File: config.mk
export PLATFORM = sky130hd
export DESIGN_NAME = rx_sig_supervisor
export DESIGN_NICKNAME = d
export VERILOG_FILES = /design/src/rtl/sup_pkg.sv /design/src/rtl/sup_sync2.sv /design/src/rtl/sup_stuck_det.sv /design/src/rtl/sup_lock_filt.sv /design/src/rtl/rx_sig_supervisor.sv
export SDC_FILE = /design/constraint.sdc
export NUM_CORES = 1
export LEC_CHECK = 0
export ABC_AREA = 1
export BUFFER_PORTS_ARGS = -buffer_cell sky130_fd_sc_hd__buf_2
export CAP_MARGIN = 0
export CELL_PAD_IN_SITES_DETAIL_PLACEMENT = 0
export CELL_PAD_IN_SITES_GLOBAL_PLACEMENT = 1
export CORE_MARGIN = 3
export CORE_UTILIZATION = 44
export CTS_BUF_LIST = sky130_fd_sc_hd__clkbuf_8
export DETAILED_ROUTE_END_ITERATION = 10
export HOLD_SLACK_MARGIN = 0.03
export PLACE_DENSITY_LB_ADDON = 0.1
export SETUP_SLACK_MARGIN = 0.5
export SLEW_MARGIN = 30
export SYNTH_ARGS = -nofsm -noshare
export SYNTH_HDL_FRONTEND = slang
export SYNTH_SLANG_ARGS = --single-unit
File: constraint.sdc
create_clock -name clk -period 1.8 [get_ports clk]
set_clock_uncertainty 0.05 [all_clocks]
set_input_delay 0.09 -clock clk [delete_from_list [all_inputs] [get_ports clk]]
set_output_delay 0.09 -clock clk [all_outputs]
set_load 0.02 [all_outputs]
File: src/rtl/sup_pkg.sv
package sup_pkg;
    typedef enum logic [1:0] {
        ST_NORMAL    = 2'd0,
        ST_CLEAN_LOS = 2'd1,
        ST_DIRTY     = 2'd2
    } sup_state_e;
endpackage

File: src/rtl/sup_sync2.sv
module sup_sync2 #(
    parameter logic RST_VAL = 1'b1
) (
    input  logic clk,
    input  logic rst,
    input  logic d,
    output logic q
);
    logic [1:0] sh_d, sh_q;

    always_comb begin
        sh_d = {sh_q[0], d};
    end

    always_ff @(posedge clk) begin
        if (rst) sh_q <= {2{RST_VAL}};
        else     sh_q <= sh_d;
    end

    assign q = sh_q[1];
endmodule

File: src/rtl/sup_stuck_det.sv
module sup_stuck_det #(
    parameter int W        = 4,
    parameter int SET_CYC  = 16,
    parameter int SLOT_CYC = 8,
    parameter int SLOTS    = 4
) (
    input  logic         clk,
    input  logic         rst,
    input  logic [W-1:0] word,
    output logic         los
);
    localparam int SW = $clog2(SET_CYC + 1);
    localparam int TW = (SLOT_CYC > 1) ? $clog2(SLOT_CYC) : 1;
    localparam int GW = $clog2(SLOTS + 1);

    typedef struct packed {
        logic          last;
        logic [SW-1:0] stuck;
        logic [TW-1:0] slot;
        logic          seen;
        logic [GW-1:0] good;
        logic          los;
    } det_t;

    det_t st_d, st_q;
    logic [W-1:0] diff;
    logic         trans;

    // bit W-1 is oldest: compare with newest bit of previous word
    assign diff[W-1] = word[W-1] ^ st_q.last;
    for (genvar i = 0; i < W - 1; i++) begin : g_adj
        assign diff[i] = word[i] ^ word[i+1];
    end
    assign trans = |diff;

    always_comb begin
        st_d      = st_q;
        st_d.last = word[0];
        if (!st_q.los) begin
            if (trans)                        st_d.stuck = '0;
            else if (st_q.stuck != SW'(SET_CYC)) st_d.stuck = st_q.stuck + 1'b1;
            if (st_d.stuck == SW'(SET_CYC)) begin
                st_d.los  = 1'b1;
                st_d.slot = '0;
                st_d.seen = 1'b0;
                st_d.good = '0;
            end
        end else begin
            st_d.seen = st_q.seen | trans;
            if (st_q.slot == TW'(SLOT_CYC - 1)) begin
                st_d.slot = '0;
                st_d.seen = 1'b0;
                if (st_q.seen | trans) st_d.good = st_q.good + 1'b1;
                else                   st_d.good = '0;
            end else begin
                st_d.slot = st_q.slot + 1'b1;
            end
            if (st_d.good == GW'(SLOTS)) begin
                st_d.los   = 1'b0;
                st_d.stuck = '0;
                st_d.good  = '0;
            end
        end
    end

    always_ff @(posedge clk) begin
        if (rst) st_q <= '0;
        else     st_q <= st_d;
    end

    assign los = st_q.los;
endmodule

File: src/rtl/sup_lock_filt.sv
module sup_lock_filt #(
    parameter int SET_CYC = 40,
    parameter int CLR_CYC = 20
) (
    input  logic clk,
    input  logic rst,
    input  logic locked,
    output logic lol
);
    localparam int MAXC = (SET_CYC > CLR_CYC) ? SET_CYC : CLR_CYC;
    localparam int CW   = $clog2(MAXC + 1);

    typedef struct packed {
        logic [CW-1:0] cnt;
        logic          lol;
    } filt_t;

    filt_t st_d, st_q;
    logic [CW-1:0] limit;

    assign limit = st_q.lol ? CW'(CLR_CYC) : CW'(SET_CYC);

    always_comb begin
        st_d = st_q;
        // evidence for a change: lock matches current loss flag
        if (locked == st_q.lol) begin
            st_d.cnt = st_q.cnt + 1'b1;
            if (st_d.cnt == limit) begin
                st_d.lol = ~st_q.lol;
                st_d.cnt = '0;
            end
        end else begin
            st_d.cnt = '0;
        end
    end

    always_ff @(posedge clk) begin
        if (rst) st_q <= '0;
        else     st_q <= st_d;
    end

    assign lol = st_q.lol;
endmodule

File: src/rtl/rx_sig_supervisor.sv
module rx_sig_supervisor
    import sup_pkg::*;
#(
    parameter int DATA_W        = 4,
    parameter int LOS_SET_CYC   = 16,
    parameter int LOS_SLOT_CYC  = 8,
    parameter int LOS_CLR_SLOTS = 4,
    parameter int LOL_SET_CYC   = 40,
    parameter int LOL_CLR_CYC   = 20
) (
    input  logic              clk,
    input  logic              rst,
    input  logic [DATA_W-1:0] rx_word,
    input  logic              pll_lock_raw,
    output logic [DATA_W-1:0] rx_data_out,
    output logic              los_n,
    output logic              lol_n,
    output logic              use_refclk,
    output logic [1:0]        op_state
);
    logic              los_q, lol_q, lock_s;
    logic [DATA_W-1:0] data_d, data_q;
    sup_state_e        state;

    sup_stuck_det #(
        .W(DATA_W), .SET_CYC(LOS_SET_CYC),
        .SLOT_CYC(LOS_SLOT_CYC), .SLOTS(LOS_CLR_SLOTS)
    ) u_det (
        .clk(clk), .rst(rst), .word(rx_word), .los(los_q)
    );

    sup_sync2 #(.RST_VAL(1'b1)) u_sync (
        .clk(clk), .rst(rst), .d(pll_lock_raw), .q(lock_s)
    );

    sup_lock_filt #(.SET_CYC(LOL_SET_CYC), .CLR_CYC(LOL_CLR_CYC)) u_filt (
        .clk(clk), .rst(rst), .locked(lock_s), .lol(lol_q)
    );

    always_comb begin
        data_d = rx_word;
        if (los_q)      state = ST_CLEAN_LOS;
        else if (lol_q) state = ST_DIRTY;
        else            state = ST_NORMAL;
    end

    always_ff @(posedge clk) begin
        if (rst) data_q <= '0;
        else     data_q <= data_d;
    end

    assign rx_data_out = los_q ? '0 : data_q;
    assign los_n       = ~los_q;
    assign lol_n       = ~(lol_q & ~los_q);
    assign use_refclk  = los_q;
    assign op_state    = state;
endmodule

Word-level counts from Yosys, hierarchy flattened
Index checks and enable logic that the tools add are counted.
{ "totals": {"regBits": 27, "latchBits": 0, "ram_bits": 0, "mem_bits_ro": 0, "in_bits": 7, "out_inout_bits": 9, "wordCells": 50, "mem_count": 0} }
{ "op_classes": {"add_sub_neg": 4, "multipliers": 0, "div_mod_pow": 0, "magnitude_cmp": 0, "eq_ne": 7, "n_shift": 0, "n_mux": 15, "bitwise_logic": 10, "n_reduce_logical": 4} }
{ "op_table": {"columns": ["op", "n"], "rows": [
  ["2-to-1 mux 5 bit", 4],
  ["2-to-1 mux 4 bit", 4],
  ["2-to-1 mux 13 bit", 1],
  ["2-to-1 mux 8 bit", 1],
  ["adder 3 x 1 -> 3 bit (second input constant)", 2],
  ["adder 6 x 1 -> 6 bit (second input constant)", 1],
  ["equality test 3 bit (second input constant)", 2],
  ["equality test 6 bit", 1],
  ["2-to-1 mux 3 bit", 2],
  ["2-to-1 mux 6 bit", 1],
  ["adder 5 x 1 -> 5 bit (second input constant)", 1],
  ["equality test 5 bit (second input constant)", 1],
  ["inequality test 5 bit (second input constant)", 1],
  ["2-to-1 mux 2 bit", 2],
  ["NOT 1 bit", 4],
  ["OR reduction 4 bit", 1],
  ["bitwise XOR 1 bit", 4],
  ["OR reduction 3 bit", 1],
  ["inequality test 2 bit (second input constant)", 1],
  ["AND reduction 2 bit", 1],
  ["nonzero test 2 bit", 1],
  ["AND 1 bit", 1],
  ["equality test 1 bit", 1],
  ["bitwise OR 1 bit", 1]
]} }

Depth between registers and ports, before layout
Gate-level depths: netlist (run 1).
{ "depth": {"word_depth": 9, "depth_mapped": 13, "ltp_nobuf": 13} }

By module
From an unflattened synthesis (run 1), not the netlist that was laid out.
{ "hier_totals": {"cells_unflattened": 214, "hier_area_um2": 1500.2} }
{ "by_module_without_submodules": {"columns": ["module", "n_inst", "cells_each", "area_per_inst_um2", "seq_area_each_um2"], "rows": [
  ["sup_stuck_det", 1, 117, 839.6, 280.3],
  ["sup_lock_filt", 1, 65, 436.7, 140.1],
  ["rx_sig_supervisor", 1, 25, 165.2, 80.1],
  ["sup_sync2", 1, 7, 58.8, 40.0]
]} }

Least setup slack after synthesis (run 1)
No wires, ideal clock.
{ "synth_timing": {"kind": "flip-flop to flip-flop", "startpoint": "reg u_det.st_q[5] in the netlist's numbering", "endpoint": "reg u_det.st_q[2] in the netlist's numbering", "setup_time_ns": 0.071, "t_arrival_ns": 1.395, "required_time_ns": 1.679, "slack_ns": 0.284, "stages_incl_launch_ff": 8, "n_path_buf": 0, "synth_period_minus_slack_ns": 1.516, "cell_sequence": "dfxtp_1 > ha_1 > ha_1 > inv_1 > nand2_1 > a21boi_2 > or2_2 > a21oi_1"} }
{ "synth_between": {"elab_chain_len": 6} }
{ "synth_lines": {"columns": ["item", "line", "text"], "rows": [
  ["from (decl)", "sup_stuck_det.sv:25", "det_t st_d, st_q;"],
  ["from (signal assigned)", "sup_stuck_det.sv:68", "else st_q <= st_d;"],
  ["equality test 3 bit (*)", "sup_stuck_det.sv:50", "if (st_q.slot == TW'(SLOT_CYC - 1)) begin"],
  ["2-to-1 mux 4 bit (*)", "sup_stuck_det.sv:50", null],
  ["2-to-1 mux 4 bit (*)", "sup_stuck_det.sv:39", "if (!st_q.los) begin"],
  ["equality test 3 bit", "sup_stuck_det.sv:58", "if (st_d.good == GW'(SLOTS)) begin"],
  ["2-to-1 mux 4 bit (*)", "sup_stuck_det.sv:58", null],
  ["2-to-1 mux 13 bit (*)", "sup_stuck_det.sv:39", null]
]} }
Every way passes the cells marked *; elsewhere a longest branch is shown, timed or not. The select of a mux whose other input is x is not followed.
A chain may end at the register's enable or synchronous reset.

Worst setup path in the final report (run 1)
Ends and elaborated chain as after synthesis.

==> results of run 1 <==
[layout make-up]
cell class	instances	area share [%]
clock inverters	1	0.194
inverters	28	5.87
repair buffers	28	9.94
clock buffers	3	2.13
multi-input cells	123	50.9
well taps	42	2.71
flip-flops and latches	26	28.3
[flip-flops by register name (all words and copies together), names as in the netlist]
register     cells
u_det.st_q      12
u_filt.st_q      6
data_q           4
u_sync.sh_q      2
u_det.los        1
u_filt.lol       1
[how the worst max path moves through the flow]
stage | from | to | slack, ns | cells past startpoint
global placement | u_det.st_q[5] | u_det.st_q[9] | 0.31 | 9
finish | u_det.st_q[5] | u_det.st_q[2] | 0.28 | 7
detailed placement | u_det.st_q[5] | u_det.st_q[10] | 0.28 | 7
floorplan | u_det.st_q[5] | u_det.st_q[2] | 0.41 | 7
global route | u_det.st_q[8] | u_det.st_q[5] | 0.19 | 13
CTS | u_filt.st_q[1] | u_filt.st_q[6] | 0.30 | 8
[power by group]
part           leakage, nW  switching, mW  internal (mW)
registers            0.218        0.00407          0.574
clock network       0.0269          0.176          0.153
logic                0.505         0.0383         0.0276
total                0.750          0.218          0.755
[layer usage]
layer / GRT usage (%) / vias to the layer above / routed length [um]
met3: 2.16 / 6 / 59
li1: - / 622 / -
met5: 0 / - / 0
met4: 5.79 / 0 / 42
met2: 28.0 / 16 / 1560
met1: 19.7 / 573 / 1330
[cells in the final DEF (no fill, tap or decap), types with 2 or more instances in the layout]
master / n
a21oi_1: 12
buf_2: 15
buf_4: 7
clkbuf_8: 3
dfxtp_1: 16
dfxtp_2: 4
dfxtp_4: 6
dlygate4sd3_1: 5
ha_4: 5
inv_1: 21
inv_2: 4
inv_4: 2
nand2_1: 17
nand2_2: 9
nand2_4: 3
nand3_1: 17
nand3_2: 6
nand3_4: 6
nand4_1: 2
nor2_1: 14
nor2_2: 11
or2_2: 3
xnor2_1: 2
xnor2_2: 3
xor2_2: 4
[what timing repair did]
action	in CTS	in global routing
endpoints found under the setup margin	21	28
buffers inserted	5	2
hold endpoints to repair	5	0
pin swaps	11	12
hold buffers	5	0
resized for setup	20	23
[kinds of logic after synthesis]
group | share of synthesized area, %
AO/OA/AOI/OAI | 6.91
XOR/XNOR | 7.36
adder cells (fa/ha/maj) | 5.32
buffers and inverters | 10.7
flip-flops | 36.9
AND/OR/NAND/NOR | 32.8
==> results.cfg, run 1 <==
[synthesis]
yosys_warnings = 0
ys_async_sr_fraction_pct = 0
synth_commonest_cells = 26 x dfxtp_1, 25 x inv_1, 22 x nand3_1
seq_area_frac_synth_pct = 36.9
synth_area_leaders = dfxtp_1 37%, nand3_1 7.8%, inv_1 6.6%
yosysMostFrequentCell = dfxtp_1
ys_dominant_reg_cell = dfxtp_1
yosysUniqueCellTypes = 24
synth_top_area_share_pct = 36.9
post_synth.cell_area_avg_um2 = 7.71
netlist_area_mm2 = 0.00141
synth_seq_cells = 26
syn_nets = 196
netlist_instances = 183
synth_edf_count = 0
synth_area_leader_cell = dfxtp_1

[cts]
clock_path_buffers = 2
cts_root_buffer = clkbuf_8
insertion_delay_ns = 0.27
cts.sinks = 26
cts_tree = done
clk_pin_slew_ns = 0.09
cts_buffers = 3
cts-htree-levels = 1

[worst_setup_path]
cp_max_fo = 5
worstPathRequired_ns = 1.95
regToRegEndpoint = u_det.st_q[2]
rr_startpoint = u_det.st_q[5]
ff2ff_path_depth = 7
cpMostUsedCell = ha_4
critPathTopFamily = flip-flops
end_kind = register
start_kind = register
critPathMaxStageDelay_ns = 0.36
r2r_setup_slack_ns = 0.28
arrival_ns = 1.67
cp_slowest_cell = dfxtp_4
path_cells = ha_4 > ha_4 > inv_2 > nand2_1 > a21boi_4 > or2_2 > a21oi_1
path_class = register to register
crit_buf_inv = 1

[place]
preCtsSetupSlack_ns = 0.278
portBuffers = 15
dp.cells = 235
finalWeightedCongestion = 0.776
placedInstanceArea_mm2 = 0.00161
hpwl_mm = 2.03

[finish]
ff_latch_area_um2 = 548
final_nets = 223
fill_cells = 258
multi_input_area_um2 = 986
fin_cells = 251
syn_to_final_growth_pct = 37.3
drive_gt1_share_pct = 47.4
n_antenna_cell = 0
post-route-cell-area_mm2 = 0.00194
fin_util_pct = 66.8

[timing]
timing.final.crit_period_ns = 1.52
setup_violations = 0
worst_pin_slew_ns = 0.350
hold_ws_ns = 0.146
fin_ws_ns = 0.285
slew_headroom_pct = 76.7
setup_tns_ns = 0
max_freq_ghz = 0.660
rsz0062_at_grt = yes
timing.final.hold_violations = 0
finalCritPeriodShare_pct = 84.2
report.final.slew_viol_count = 0

[floorplanning]
io_pins = 16
die_area_mm2 = 0.00392
std_cell_rows = 19
initial_utilization_pct = 48.7
die_h_um = 62.6
core_area_mm2 = 0.00290
chipWidth_um = 62.6

[hold_path]
hold_start = rst
worstHoldEndpoint = data_q[2]
hold_class = input pin to register
holdPathStages = 2

[detailed_routing]
routedWlPerCell_um = 11.9
drt-total-wl_mm = 2.99
vias = 1217
ant_nets = 0
vias_per_cell = 4.85
drtIter0Drc = 25
drtPass1Iterations = 4
drc_errors = 0

[power]
ir_worst_vdd_mv = 0.352
power.leakage_nw = 0.750
p_total_uw = 973
p_per_area_mw_per_mm2 = 502

[global_routing]
grt_pass1_vias = 1158
grt_pass1_wl_mm = 5.05
grtUsageTotal_pct = 15.9
grt_max_degree = 19
antenna_found_initial = 0
grt_overflow = 0

[job]
cap_violations = 0

[run_status]
status = completed
Note: power is estimated with default switching activity, not from simulation.
==> run 2: changes to the inputs <==
- ABC_AREA: 1 -> 0
- CORE_UTILIZATION: 44 -> 42
- clock period: 1.8 -> 1.3 ns (I/O delays scaled with it)
==> results.cfg, run 2 <==
[timing]
slew_headroom_pct = 72.6
report.final.slew_viol_count = 0
rsz0062_at_grt = yes
timing.final.crit_period_ns = 1.83
worst_pin_slew_ns = 0.407
max_freq_ghz = 0.547
finalCritPeriodShare_pct = 141
timing.final.hold_violations = 1
hold_ws_ns = -0.0530
setup_violations = 20
fin_ws_ns = -0.527

[floorplanning]
core_area_mm2 = 0.00349
die_area_mm2 = 0.00459
chipWidth_um = 67.8
initial_utilization_pct = 45.8
std_cell_rows = 21
io_pins = 16
die_h_um = 67.8

[global_routing]
grt_overflow = 0
grt_pass1_vias = 1725
grtUsageTotal_pct = 22.2
grt_pass1_wl_mm = 7.73
antenna_found_initial = 0
grt_max_degree = 16

[synthesis]
post_synth.cell_area_avg_um2 = 9.15
syn_nets = 188
yosysMostFrequentCell = dfxtp_1
ys_dominant_reg_cell = dfxtp_1
yosys_warnings = 0
netlist_instances = 175
synth_area_leader_cell = dfxtp_1
seq_area_frac_synth_pct = 32.5
netlist_area_mm2 = 0.00160
synth_edf_count = 0
ys_async_sr_fraction_pct = 0
yosysUniqueCellTypes = 56
synth_commonest_cells = 26 x dfxtp_1, 13 x inv_1, 13 x nand2_1
synth_seq_cells = 26
synth_top_area_share_pct = 32.5
synth_area_leaders = dfxtp_1 33%, ha_1 4.7%, o41ai_2 4.1%

[finish]
syn_to_final_growth_pct = 68.3
largest_reg_flops = 12
drive_gt1_share_pct = 59.7
final_nets = 267
final_cell_mix = 53 x buf_4, 17 x buf_6, 15 x dfxtp_1, 11 x nand2_1, 9 x inv_1
n_antenna_cell = 0
layout_commonest_cell = buf_4
top_regs = u_det.st_q (12), u_filt.st_q (6), data_q (4)
post-route-cell-area_mm2 = 0.00270
top_register = u_det.st_q

[cts]
cts_root_buffer = clkbuf_8
cts-htree-levels = 1
cts_tree = done
cts_buffers = 3
clk_pin_slew_ns = 0.09
cts.sinks = 26
insertion_delay_ns = 0.27
clock_path_buffers = 2

[detailed_routing]
drtPass1Iterations = 4
drtIter0Drc = 98
drc_errors = 0
ant_nets = 0
vias_per_cell = 5.57
routedWlPerCell_um = 16.1
vias = 1665
drt-total-wl_mm = 4.81

[worst_setup_path]
cpMostUsedCell = ha_4
arrival_ns = 1.93
worstPathRequired_ns = 1.40
critPathTopFamily = compound AO/OA/AOI/OAI gates
end_kind = register
path_class = register to register
path_cells = ha_4 > ha_4 > or3_4 > o21ai_4 > nand2_1 > o21a_1 > buf_4 > o22a_1
cp_slowest_cell = dfxtp_2
start_kind = register
cp_max_fo = 3
crit_buf_inv = 1
critPathMaxStageDelay_ns = 0.34

[power]
p_total_mw = 1.92
power.leakage_nw = 1.12
ir_worst_vdd_mv = 0.852
p_per_area_mw_per_mm2 = 713

[place]
portBuffers = 15
finalWeightedCongestion = 0.974
placedInstanceArea_mm2 = 0.00222
hpwl_mm = 3.30

[hold_path]
hold_class = input pin to register

[run_status]
status = finished with violations
violations = hold timing, setup timing

[job]
cap_violations = 0
## run 2: cell count changes in the layout (fill, tap and decap cells not counted), sizes merged, moves of 5 or more
cell / delta
nor2: -19
inv: -14
and3: +5
nor2b: +9
nand3: -22
nand2: -16
a21oi: -7
buf: +57
## run 2: final timing paths
check                 startpoint              to  slack (ns)  cells past startpoint
setup / recovery   u_det.st_q[5]   u_det.st_q[8]       -0.53                      8
hold / removal      pll_lock_raw  u_sync.sh_q[0]       -0.05                      2
setup reg to reg   u_det.st_q[5]   u_det.st_q[8]       -0.53                      8
hold reg to reg   u_sync.sh_q[0]  u_sync.sh_q[1]        0.37                      1
## run 2: layer usage
layer	track usage (%)	share of wire (%)	up-vias	wire [um]
met5	0	0	-	0
met2	41.9	53	36	2530
met4	7.85	2.9	0	140
met3	4.66	3.3	14	159
li1	-	-	799	-
met1	24.1	41	816	1990
## run 2: repair_timing
action                                  CTS  global route
resized for setup                        34            30
hold buffers                              3             1
hold endpoints to repair                  4             2
pin swaps                                13            11
setup buffers                             5             9
endpoints found under the setup margin   29            29
## run 2: per-stage QoR
stage	cells	TNS (ns)	util, %	hold WS, ns	setup slack, ns
CTS	289	-8.67	71.0	-0.0636	-0.520
global placement	277	-7.83	63.7	0.218	-0.518
finish	299	-8.96	77.1	-0.0530	-0.527
global route	299	-10.24	77.1	-0.0584	-0.587
detailed placement	277	-8.64	63.7	0.222	-0.575
floorplan	175	-6.36	-	0.119	-0.505
## run 2: kinds of logic after synthesis
logic type / Yosys count / share of synthesized area [%]
AND/OR/NAND/NOR: 65 / 25.4
multiplexers: 1 / 1.41
XOR/XNOR: 7 / 3.83
adder cells (fa/ha/maj): 6 / 4.69
buffers and inverters: 23 / 6.64
AO/OA/AOI/OAI: 47 / 25.5
flip-flops: 26 / 32.5
## run 2: where the power goes
part           internal [mW]  total [mW]  switching, mW
combinational          0.223       0.394          0.170
sequential             0.823       0.857         0.0338
clock                  0.412       0.672          0.260
total                   1.46        1.92          0.464
## run 2: final cells by class
type | count | area (um2)
flip-flops and latches | 26 | 547
multi-input cells | 126 | 1230
well taps | 46 | 57.6
clock buffers | 3 | 41.3
repair buffers | 84 | 729
fillers | 232 | 800
clock inverters | 1 | 30.0
inverters | 13 | 58.8
## run 2: worst register-to-register path: stages (launching register included)
cell and delay (ns):
dfxtp_2 0.34, ha_4 0.16, ha_4 0.15, or3_4 0.34, o21ai_4 0.07, nand2_1 0.07
o21a_1 0.20, buf_4 0.15, o22a_1 0.18
==> run 3: changes to the inputs <==
- ABC_AREA: 0 -> 1
- CORE_UTILIZATION: 42 -> 40
==> results.cfg, run 3 (synthesized netlist as in run 1, its figures left out) <==
[run_status]
status = finished with violations
violations = hold timing, setup timing

[detailed_routing]
routedWlPerCell_um = 11.2
vias_per_cell = 4.69
ant_nets = 0
drtIter0Drc = 59
vias = 1338
drc_errors = 0
drtPass1Iterations = 4
drt-total-wl_mm = 3.20

[worst_setup_path]
arrival_ns = 1.64
worstPathRequired_ns = 1.42
path_class = register to register
cp_max_fo = 7
regToRegEndpoint = u_det.st_q[5]
end_kind = register
r2r_setup_slack_ns = -0.22
start_kind = register
ff2ff_path_depth = 10
rr_startpoint = u_det.st_q[8]

[global_routing]
grtUsageTotal_pct = 16.5
grt_max_degree = 19
grt_pass1_wl_mm = 5.64
antenna_found_initial = 0
grt_overflow = 0
grt_pass1_vias = 1329

[power]
p_total_mw = 1.44
power.leakage_nw = 0.942
p_per_area_mw_per_mm2 = 636
ir_worst_vdd_mv = 0.610

[hold_path]
holdPathStages = 2
hold_start = pll_lock_raw
worstHoldEndpoint = u_sync.sh_q[0]
hold_class = input pin to register

[cts]
cts_root_buffer = clkbuf_8
cts_tree = done
insertion_delay_ns = 0.27
cts.hold.buffers_added = 4
clk_pin_slew_ns = 0.09
cts.sinks = 26
cts-htree-levels = 1
cts_buffers = 3
clock_path_buffers = 2

[floorplanning]
die_area_mm2 = 0.00428
chipWidth_um = 65.4
core_area_mm2 = 0.00320
initial_utilization_pct = 44.1
std_cell_rows = 20
io_pins = 16
die_h_um = 65.4

[timing]
worst_pin_slew_ns = 0.355
hold_ws_ns = -0.0688
rsz0062_at_grt = yes
report.final.slew_viol_count = 0
timing.final.crit_period_ns = 1.52
slew_headroom_pct = 76.3
max_freq_ghz = 0.659
fin_ws_ns = -0.218
setup_violations = 20
setup_tns_ns = -3.19
finalCritPeriodShare_pct = 117
timing.final.hold_violations = 1

[place]
hpwl_mm = 2.19
portBuffers = 15
preCtsSetupSlack_ns = -0.200
dp.cells = 258
finalWeightedCongestion = 0.837

[finish]
final_cell_mix = 35 x buf_4, 18 x nand2_1, 18 x nand3_1, 16 x inv_1, 15 x nor2_1
drive_gt1_share_pct = 57.3
fin_util_pct = 70.6
largest_reg_flops = 12
syn_to_final_growth_pct = 60.3
top_regs = u_det.st_q (12), u_filt.st_q (6), data_q (4)
fin_cells = 285
top_register = u_det.st_q
final_nets = 255
n_antenna_cell = 0
layout_commonest_cell = buf_4

[job]
cap_violations = 0
[run 3: stage by stage]
step	area (um2)	hold slack, ns
floorplan	1580	0.119
global placement	1800	0.203
detailed placement	1800	0.204
CTS	2160	-0.0757
global route	2260	-0.0772
finish	2260	-0.0688
[run 3: cell type report]
| class | count | area (um2) |
|---|---|---|
| Inverter | 28 | 120 |
| Sequential cell | 26 | 549 |
| Fill cell | 265 | 941 |
| Multi-Input combinational cell | 123 | 977 |
| Tap cell | 44 | 55.1 |
| Clock buffer | 4 | 55.1 |
| Timing Repair Buffer | 60 | 505 |
[run 3: how the worst max path moves through the flow]
stage             startpoint              to  slack (ns)  cells after the start
5_1_grt        u_det.st_q[8]   u_det.st_q[5]       -0.34                     10
6_report       u_det.st_q[8]   u_det.st_q[5]       -0.22                     10
3_5_place_dp   u_det.st_q[8]   u_det.st_q[5]       -0.20                     10
2_1_floorplan  u_det.st_q[5]   u_det.st_q[2]       -0.09                      7
4_1_cts        u_det.st_q[5]  u_det.st_q[10]       -0.18                      7
3_3_place_gp   u_det.st_q[8]   u_det.st_q[5]       -0.14                     10
[run 3: critical path, cell delays in order, from the launching register on]
cell     delay (ns)
dfxtp_4        0.39
ha_4           0.16
nand3_4        0.08
xnor2_2        0.18
nand3_2        0.14
nor2_4         0.12
nand2_4        0.10
nand2_2        0.08
nand2_1        0.05
nand2_1        0.05
inv_1          0.04
[run 3: layer usage]
layer	share of wire, %	GRT usage [%]	up-vias
li1	-	-	690
met2	52	30.3	18
met3	3.1	2.56	6
met5	0	0	-
met1	43	19.7	624
met4	1.9	4.66	0
[run 3: what timing repair did]
| item | 4_1_cts | 5_1_grt |
|---|---|---|
| gates resized for setup | 46 | 18 |
| cloned | 0 | 0 |
| setup endpoints to repair | 29 | 29 |
| endpoints found under the hold margin | 5 | 1 |
| pin swaps | 7 | 3 |
| setup buffers | 14 | 5 |
[run 3: power by group]
part	internal (mW)	switching, mW
combinational	0.0562	0.0592
sequential	0.797	0.00537
clock	0.271	0.250
total	1.12	0.314
